**src/rtl/lvl_irq_pkg.sv**
```systemverilog
package lvl_irq_pkg;
  localparam int ADDR_W = 12;
  localparam int DATA_W = 32;
  localparam int BANK_W = 32;
  localparam int LVL_W  = 8;

  typedef logic [ADDR_W-1:0] addr_t;
  typedef logic [DATA_W-1:0] word_t;

  localparam addr_t OFF_REV     = 12'h000;
  localparam addr_t OFF_CFG     = 12'h010;
  localparam addr_t OFF_STAT    = 12'h014;
  localparam addr_t OFF_ACT     = 12'h040;
  localparam addr_t OFF_CTL     = 12'h048;
  localparam addr_t OFF_MASK0   = 12'h084;
  localparam addr_t OFF_MCLR0   = 12'h088;
  localparam addr_t OFF_MSET0   = 12'h08C;
  localparam addr_t OFF_PEND0   = 12'h098;
  localparam int    BANK_STRIDE = 32'h20;
  localparam addr_t OFF_LVL0    = 12'h100;
endpackage

```
**src/rtl/lvl_irq_bank.sv**
```systemverilog
module lvl_irq_bank #(
  parameter int W = 32
) (
  input  logic         clk_i,
  input  logic         rst_ni,
  input  logic         clr_i,
  input  logic         wr_mask_i,
  input  logic         wr_en_i,
  input  logic         wr_dis_i,
  input  logic [W-1:0] wdata_i,
  input  logic [W-1:0] src_i,
  output logic [W-1:0] mask_o,
  output logic [W-1:0] pend_o
);
  logic [W-1:0] mask_q;

  always_ff @(posedge clk_i or negedge rst_ni) begin
    if (!rst_ni)        mask_q <= '1;
    else if (clr_i)     mask_q <= '1;
    else if (wr_mask_i) mask_q <= wdata_i;
    else if (wr_en_i)   mask_q <= mask_q & ~wdata_i;
    else if (wr_dis_i)  mask_q <= mask_q | wdata_i;
  end

  assign mask_o = mask_q;
  assign pend_o = src_i & ~mask_q;
endmodule

```
**src/rtl/lvl_irq_pick.sv**
```systemverilog
module lvl_irq_pick #(
  parameter int N  = 96,
  parameter int IW = $clog2(N)
) (
  input  logic [N-1:0]  vec_i,
  output logic          any_o,
  output logic [IW-1:0] idx_o
);
  // lowest index wins: scan down so the last hit is the smallest
  always_comb begin
    any_o = 1'b0;
    idx_o = '0;
    for (int i = N - 1; i >= 0; i--) begin
      if (vec_i[i]) begin
        any_o = 1'b1;
        idx_o = IW'(i);
      end
    end
  end
endmodule

```
**src/rtl/lvl_irq_lvl_store.sv**
```systemverilog
module lvl_irq_lvl_store #(
  parameter int N  = 96,
  parameter int W  = 8,
  parameter int IW = $clog2(N)
) (
  input  logic          clk_i,
  input  logic          rst_ni,
  input  logic          clr_i,
  input  logic          we_i,
  input  logic [IW-1:0] wr_idx_i,
  input  logic [W-1:0]  wdata_i,
  input  logic [IW-1:0] rd_idx_i,
  output logic [W-1:0]  rdata_o
);
  logic [W-1:0] lvl_q [N];

  always_ff @(posedge clk_i or negedge rst_ni) begin
    if (!rst_ni) begin
      for (int i = 0; i < N; i++) lvl_q[i] <= '0;
    end else if (clr_i) begin
      for (int i = 0; i < N; i++) lvl_q[i] <= '0;
    end else if (we_i && (int'(wr_idx_i) < N)) begin
      lvl_q[wr_idx_i] <= wdata_i;
    end
  end

  assign rdata_o = (int'(rd_idx_i) < N) ? lvl_q[rd_idx_i] : '0;
endmodule

```
**src/rtl/lvl_irq_hub.sv**
```systemverilog
module lvl_irq_hub
  import lvl_irq_pkg::*;
#(
  parameter int N_SRC      = 96,
  parameter int REV_MAJOR  = 2,
  parameter int REV_MINOR  = 1,
  parameter int RST_CYCLES = 4
) (
  input  logic                  clk_i,
  input  logic                  rst_ni,
  input  logic [N_SRC-1:0]      src_i,
  input  logic                  req_i,
  input  logic                  we_i,
  input  logic [ADDR_W-1:0]     addr_i,
  input  logic [DATA_W-1:0]     wdata_i,
  output logic [DATA_W-1:0]     rdata_o,
  output logic                  irq_o
);
  localparam int NB    = N_SRC / BANK_W;
  localparam int ID_W  = $clog2(N_SRC);
  localparam int CNT_W = $clog2(RST_CYCLES + 1);
  localparam int LVL_SPAN = 4 * N_SRC;
  localparam logic [7:0] REV_VAL = {4'(REV_MAJOR), 4'(REV_MINOR)};

  logic wr, rd;
  assign wr = req_i & we_i;
  assign rd = req_i & ~we_i;

  // soft reset sequencer
  logic [CNT_W-1:0] rst_cnt_q;
  logic             soft_clr;
  logic             autoidle_q;
  logic             cfg_wr;
  assign cfg_wr   = wr && (addr_i == OFF_CFG);
  assign soft_clr = (rst_cnt_q != '0);

  always_ff @(posedge clk_i or negedge rst_ni) begin
    if (!rst_ni)                  rst_cnt_q <= '0;
    else if (cfg_wr && wdata_i[1]) rst_cnt_q <= CNT_W'(RST_CYCLES);
    else if (soft_clr)            rst_cnt_q <= rst_cnt_q - 1'b1;
  end

  always_ff @(posedge clk_i or negedge rst_ni) begin
    if (!rst_ni)       autoidle_q <= 1'b0;
    else if (soft_clr) autoidle_q <= 1'b0;
    else if (cfg_wr)   autoidle_q <= wdata_i[0];
  end

  // mask banks
  logic [BANK_W-1:0] mask_w [NB];
  logic [BANK_W-1:0] pend_w [NB];
  logic [N_SRC-1:0]  pend_flat;

  for (genvar b = 0; b < NB; b++) begin : g_bank
    localparam addr_t A_MASK = OFF_MASK0 + addr_t'(b * BANK_STRIDE);
    localparam addr_t A_MCLR = OFF_MCLR0 + addr_t'(b * BANK_STRIDE);
    localparam addr_t A_MSET = OFF_MSET0 + addr_t'(b * BANK_STRIDE);

    lvl_irq_bank #(.W(BANK_W)) u_bank (
      .clk_i     (clk_i),
      .rst_ni    (rst_ni),
      .clr_i     (soft_clr),
      .wr_mask_i (wr && (addr_i == A_MASK)),
      .wr_en_i   (wr && (addr_i == A_MCLR)),
      .wr_dis_i  (wr && (addr_i == A_MSET)),
      .wdata_i   (wdata_i),
      .src_i     (src_i[b*BANK_W +: BANK_W]),
      .mask_o    (mask_w[b]),
      .pend_o    (pend_w[b])
    );
    assign pend_flat[b*BANK_W +: BANK_W] = pend_w[b];
  end

  // arbitration and report latch
  logic            pend_any;
  logic [ID_W-1:0] pick_idx;
  logic            busy_q;
  logic [ID_W-1:0] act_q;
  logic            ack_w;

  lvl_irq_pick #(.N(N_SRC), .IW(ID_W)) u_pick (
    .vec_i (pend_flat),
    .any_o (pend_any),
    .idx_o (pick_idx)
  );

  assign ack_w = wr && (addr_i == OFF_CTL) && wdata_i[0];

  always_ff @(posedge clk_i or negedge rst_ni) begin
    if (!rst_ni) begin
      busy_q <= 1'b0;
      act_q  <= '0;
    end else if (soft_clr) begin
      busy_q <= 1'b0;
      act_q  <= '0;
    end else if (busy_q) begin
      if (ack_w) busy_q <= 1'b0;
    end else if (pend_any) begin
      busy_q <= 1'b1;
      act_q  <= pick_idx;
    end
  end

  assign irq_o = busy_q;

  // per-line level storage
  addr_t             lvl_off;
  logic              lvl_hit;
  logic [ID_W-1:0]   lvl_idx;
  logic [LVL_W-1:0]  lvl_rd;

  assign lvl_off = addr_i - OFF_LVL0;
  assign lvl_hit = (addr_i >= OFF_LVL0) && (int'(lvl_off) < LVL_SPAN) && (lvl_off[1:0] == 2'b00);
  assign lvl_idx = lvl_off[ID_W+1:2];

  lvl_irq_lvl_store #(.N(N_SRC), .W(LVL_W), .IW(ID_W)) u_lvl (
    .clk_i    (clk_i),
    .rst_ni   (rst_ni),
    .clr_i    (soft_clr),
    .we_i     (wr && lvl_hit),
    .wr_idx_i (lvl_idx),
    .wdata_i  (wdata_i[LVL_W-1:0]),
    .rd_idx_i (lvl_idx),
    .rdata_o  (lvl_rd)
  );

  // read mux
  word_t rd_word;
  always_comb begin
    rd_word = '0;
    unique case (addr_i)
      OFF_REV:  rd_word = word_t'(REV_VAL);
      OFF_CFG:  rd_word = word_t'(autoidle_q);
      OFF_STAT: rd_word = word_t'(!soft_clr);
      OFF_ACT:  rd_word = word_t'(act_q);
      default:  rd_word = '0;
    endcase
    for (int b = 0; b < NB; b++) begin
      if (addr_i == OFF_MASK0 + addr_t'(b * BANK_STRIDE)) rd_word = mask_w[b];
      if (addr_i == OFF_PEND0 + addr_t'(b * BANK_STRIDE)) rd_word = pend_w[b];
    end
    if (lvl_hit) rd_word = word_t'(lvl_rd);
  end

  always_ff @(posedge clk_i or negedge rst_ni) begin
    if (!rst_ni)  rdata_o <= '0;
    else if (rd)  rdata_o <= rd_word;
  end
endmodule

```
**config.mk**
```make
export PLATFORM = sky130hd
export DESIGN_NAME = lvl_irq_hub
export DESIGN_NICKNAME = d
export VERILOG_FILES = /design/src/rtl/lvl_irq_pkg.sv /design/src/rtl/lvl_irq_bank.sv /design/src/rtl/lvl_irq_pick.sv /design/src/rtl/lvl_irq_lvl_store.sv /design/src/rtl/lvl_irq_hub.sv
export SDC_FILE = /design/constraint.sdc
export NUM_CORES = 2
export LEC_CHECK = 0
export CELL_PAD_IN_SITES_DETAIL_PLACEMENT = 1
export CELL_PAD_IN_SITES_GLOBAL_PLACEMENT = 1
export CORE_ASPECT_RATIO = 0.8
export CORE_MARGIN = 3
export CORE_UTILIZATION = 45
export CTS_CLUSTER_DIAMETER = 150
export CTS_CLUSTER_SIZE = 28
export DETAILED_ROUTE_END_ITERATION = 6
export DONT_BUFFER_PORTS = 1
export HOLD_SLACK_MARGIN = 0.08
export MAX_ROUTING_LAYER = met4
export PLACE_DENSITY_LB_ADDON = 0.1
export SETUP_SLACK_MARGIN = 0.2
export SLEW_MARGIN = 20
export SYNTH_ARGS = -nofsm -noshare
export SYNTH_HDL_FRONTEND = slang
export SYNTH_SLANG_ARGS = --single-unit
```
**constraint.sdc**
```tcl
create_clock -name clk_i -period 2.55 [get_ports clk_i]
set_input_delay 0.1275 -clock clk_i [delete_from_list [all_inputs] [get_ports clk_i]]
set_output_delay 0.1275 -clock clk_i [all_outputs]
set_load 0.005 [all_outputs]
```
==> flow_metrics.env <==
export IMPL_fin_util=0.512
export IMPL_cp_top_family="simple AND/OR/NAND/NOR gates"
export IMPL_grt_pass1_vias=39900
export IMPL_final_nets=4973
export IMPL_postSynthCellCount=4785
export IMPL_synth_top_cells_by_count="nand2_1 (891), dfrtp_1 (812), o21ai_0 (682), nand3_1 (490), a21oi_1 (326)"
export IMPL_ys_dominant_reg_cell="dfrtp_1"
export IMPL_yosys_top_cells_area="dfrtp_1 (44%), mux4_2 (11%), o21ai_0 (7.4%), nand2_1 (7.3%), dfstp_2 (5.5%)"
export IMPL_dr_pass1_iters=5
export IMPL_path_class="reg2reg"
export IMPL_fin_area_mm2=0.0517
export IMPL_cp_end_kind="flop"
export IMPL_die_x_um=363
export IMPL_hp_class="in2async"
export IMPL_wirelength_um=171000
export IMPL_layout_setup_ws_ns=0.0696
export IMPL_yosysMostFrequentCell="nand2_1"
export IMPL_synth_largest_area_cell="dfrtp_1"
export IMPL_slowest_delay_ns=0.59
export IMPL_cap_viol_max_count=0
export IMPL_peakVddDrop_v=0.000584
export IMPL_rsz0062_at_grt="yes"
export IMPL_io_pin_count=177
export IMPL_critical_path_slowest_cell="or4_1"
export IMPL_clock_tree_root_cell="clkbuf_16"
export IMPL_syn_area_mm2=0.0459
export IMPL_synth_edf_count=0
export IMPL_finalHoldViolCount=566
export IMPL_fin_hold_ws_ns=-0.828
export IMPL_cts_buffer_depth=3
export IMPL_post_place_ws_ns=-0.0922
export IMPL_cts_sinks=908
export IMPL_synth_seq_cells=908
export IMPL_cts_buffers=38
export IMPL_gp_congestion=0.969
export IMPL_core_mm2=0.101
export IMPL_routed_via_density=6.35
export IMPL_htreeDepth=2
export IMPL_violations="hold timing"
export IMPL_place_inst=5959
export IMPL_finClkSkew_ns=0.0520
export IMPL_leakage_nw=21.0
export IMPL_crit_buf_inv=1
export IMPL_drc=0
export IMPL_dr_first_iter_drc_count=3807
export IMPL_final_cells=6180
export IMPL_die_h_um=292
export IMPL_cp_common_cell="nand4_1"
export IMPL_cp_required_ns=3.08
export IMPL_maxSlewHeadroom=0.0273
export IMPL_hpwl_um=107000
export IMPL_drive_gt1_frac=0.151
export IMPL_cp_data_arrival_time_ns=3.01
export IMPL_tritoncts="yes"
export IMPL_row_count=104
export IMPL_clkTransAtPathRegs_ns=0.14
export IMPL_p_total_mw=32.7
export IMPL_crit_fanout=3
export IMPL_area_growth_pct=12.5
export IMPL_avgSynthCellArea_um2=9.60
export IMPL_synth_cell_type_count=73
export IMPL_dieArea_mm2=0.106
export IMPL_grt_use_total=0.328
export IMPL_cp_start_kind="flop"
export IMPL_setup_violations=0
export IMPL_synth_seq_area_share=0.497
export IMPL_synth_fp_nets=4934
export IMPL_grt_max_degree=909
export IMPL_synthArstFlopShare=1.00
export IMPL_tightest_slew_ns=1.46
export IMPL_yosys_warnings=0
export IMPL_vias=39300
export IMPL_slew_violations=0
export IMPL_crit_chain="nor2b_1, or4_1, nor3_2, nand4_1, nor3_4, a21oi_2, buf_4, nand4_1, a21oi_1"
export IMPL_start_util=0.455
export IMPL_wl_per_cell_um=27.6
export IMPL_powerDensity_mw_per_mm2=633
export IMPL_status="complete, but fails checks"
export IMPL_grt_pass1_wl_um=259000
export IMPL_antenna_found_initial=17
export IMPL_drtAntennaViolNets=0
export IMPL_fin_crit_ns=2.48
export IMPL_tns_ns=0
export IMPL_post_route_period_util=0.973
export IMPL_final_fill_count=11200
export IMPL_synth_top_area_frac=0.442
export IMPL_place_area_mm2=0.0487
export IMPL_clock_latency_ns=0.66
export IMPL_timing_fmax_ghz=0.403
export IMPL_grt_overflow_total=0
export IMPL_port_buffers=0
[placed cells by master, fill, tap and decap left out, types with 7 or more instances in the layout]
cell type,Yosys,layout
a21oi_1,326,320
or3_1,8,7
o21ai_0,682,679
dlygate4sd3_1,0,129
a21o_1,8,7
and2_1,9,8
clkbuf_16,0,39
a31oi_1,10,8
mux4_2,231,231
nor4_1,18,10
o22ai_1,21,20
clkbuf_1,318,14
a22oi_1,20,20
a221oi_1,23,23
nor3_1,27,18
buf_12,0,53
o2111ai_1,20,18
buf_4,7,225
nor3_2,2,9
a22o_1,11,11
nor2_1,229,220
dfstp_2,96,96
diode_2,0,16
o221ai_1,29,28
inv_1,43,42
dfrtp_1,812,812
nand3_1,490,489
mux2i_1,78,76
o211ai_1,22,22
nor4_2,1,8
nor2b_1,69,67
o21ai_1,5,8
nand2_1,891,891
buf_16,0,12
nand2b_1,71,69
nand4_1,25,25
[worst paths after layout]
| path | slack (ns) | startpoint | depth (start not counted) | end |
|---|---|---|---|---|
| worst max-delay path | 0.07 | g_bank[0].u_bank.mask_o[24] | 9 | act_q[3] |
| worst min-delay path | -0.83 | rst_ni | 0 | u_lvl.lvl_q[376] |
| worst max register to register | 0.07 | g_bank[0].u_bank.mask_o[24] | 9 | act_q[3] |
| worst min register to register | 0.51 | u_lvl.lvl_q[419] | 2 | u_lvl.lvl_q[419] |
| max in group asynchronous | 1.19 | rst_ni | 2 | u_lvl.lvl_q[593] |
| min in group clk_i | 0.05 | addr_i[6] | 5 | rdata_o[0] |
[report_power, final]
part / internal [mW] / switching (mW)
Combinational: 3.00 / 6.05
Clock: 2.89 / 4.90
Sequential: 15.3 / 0.638
[layer usage]
layer	GRT usage	routed length, µm	vias up
li1	-	-	17100
met1	0.487	78900	20700
met2	0.477	75900	1254
met3	0.0418	10800	226
met4	0.0869	4990	0
met5	-	0	-
[logic make-up (layout without fill, tap and decap cells)]
logic type               Yosys count  count (layout)  synth area share
adder cells (fa/ha/maj)            5               5           0.00136
AND/OR/NAND/NOR                 1865            1865             0.180
multiplexers                     310             310             0.131
XOR/XNOR                           2               2          0.000381
AO/OA/AOI/OAI                   1226            1226             0.148
other                              0              16                 0
buffers and inverters            469             523            0.0422
flip-flops                       908             908             0.497
[area by class of cell]
type,instances,area (µm²),share of cell area
well taps,1325,1660,0.0321
inverters,44,165,0.00320
repair buffers,424,4430,0.0857
multi-input cells,3408,21500,0.416
diodes,16,40.0,0.000775
clock buffers,53,1030,0.0199
clock inverters,2,25.0,0.000484
flip-flops and latches,908,22800,0.442
[flip-flops by register name, summed over array words and instances (netlist names)]
name,flops
rst_cnt_q,3
autoidle_q,1
rdata_o,32
irq_o,1
u_lvl.lvl_q,768
g_bank.u_bank.mask_o,96
act_q,7
[what timing repair did]
action,4_1_cts,5_1_grt
hold buffers,137,2
endpoints found under the hold margin,1721,583
setup buffers,3,3
gates resized for setup,21,23
endpoints found under the setup margin,11,54
pin swaps,13,11
[worst reg2reg max path, cell delays in order, from the launching register on]
cell	delay, ns
dfstp_2	0.57
nor2b_1	0.06
or4_1	0.59
nor3_2	0.25
nand4_1	0.19
nor3_4	0.24
a21oi_2	0.10
buf_4	0.17
nand4_1	0.10
a21oi_1	0.07
Power figures use the tool's default switching activity.
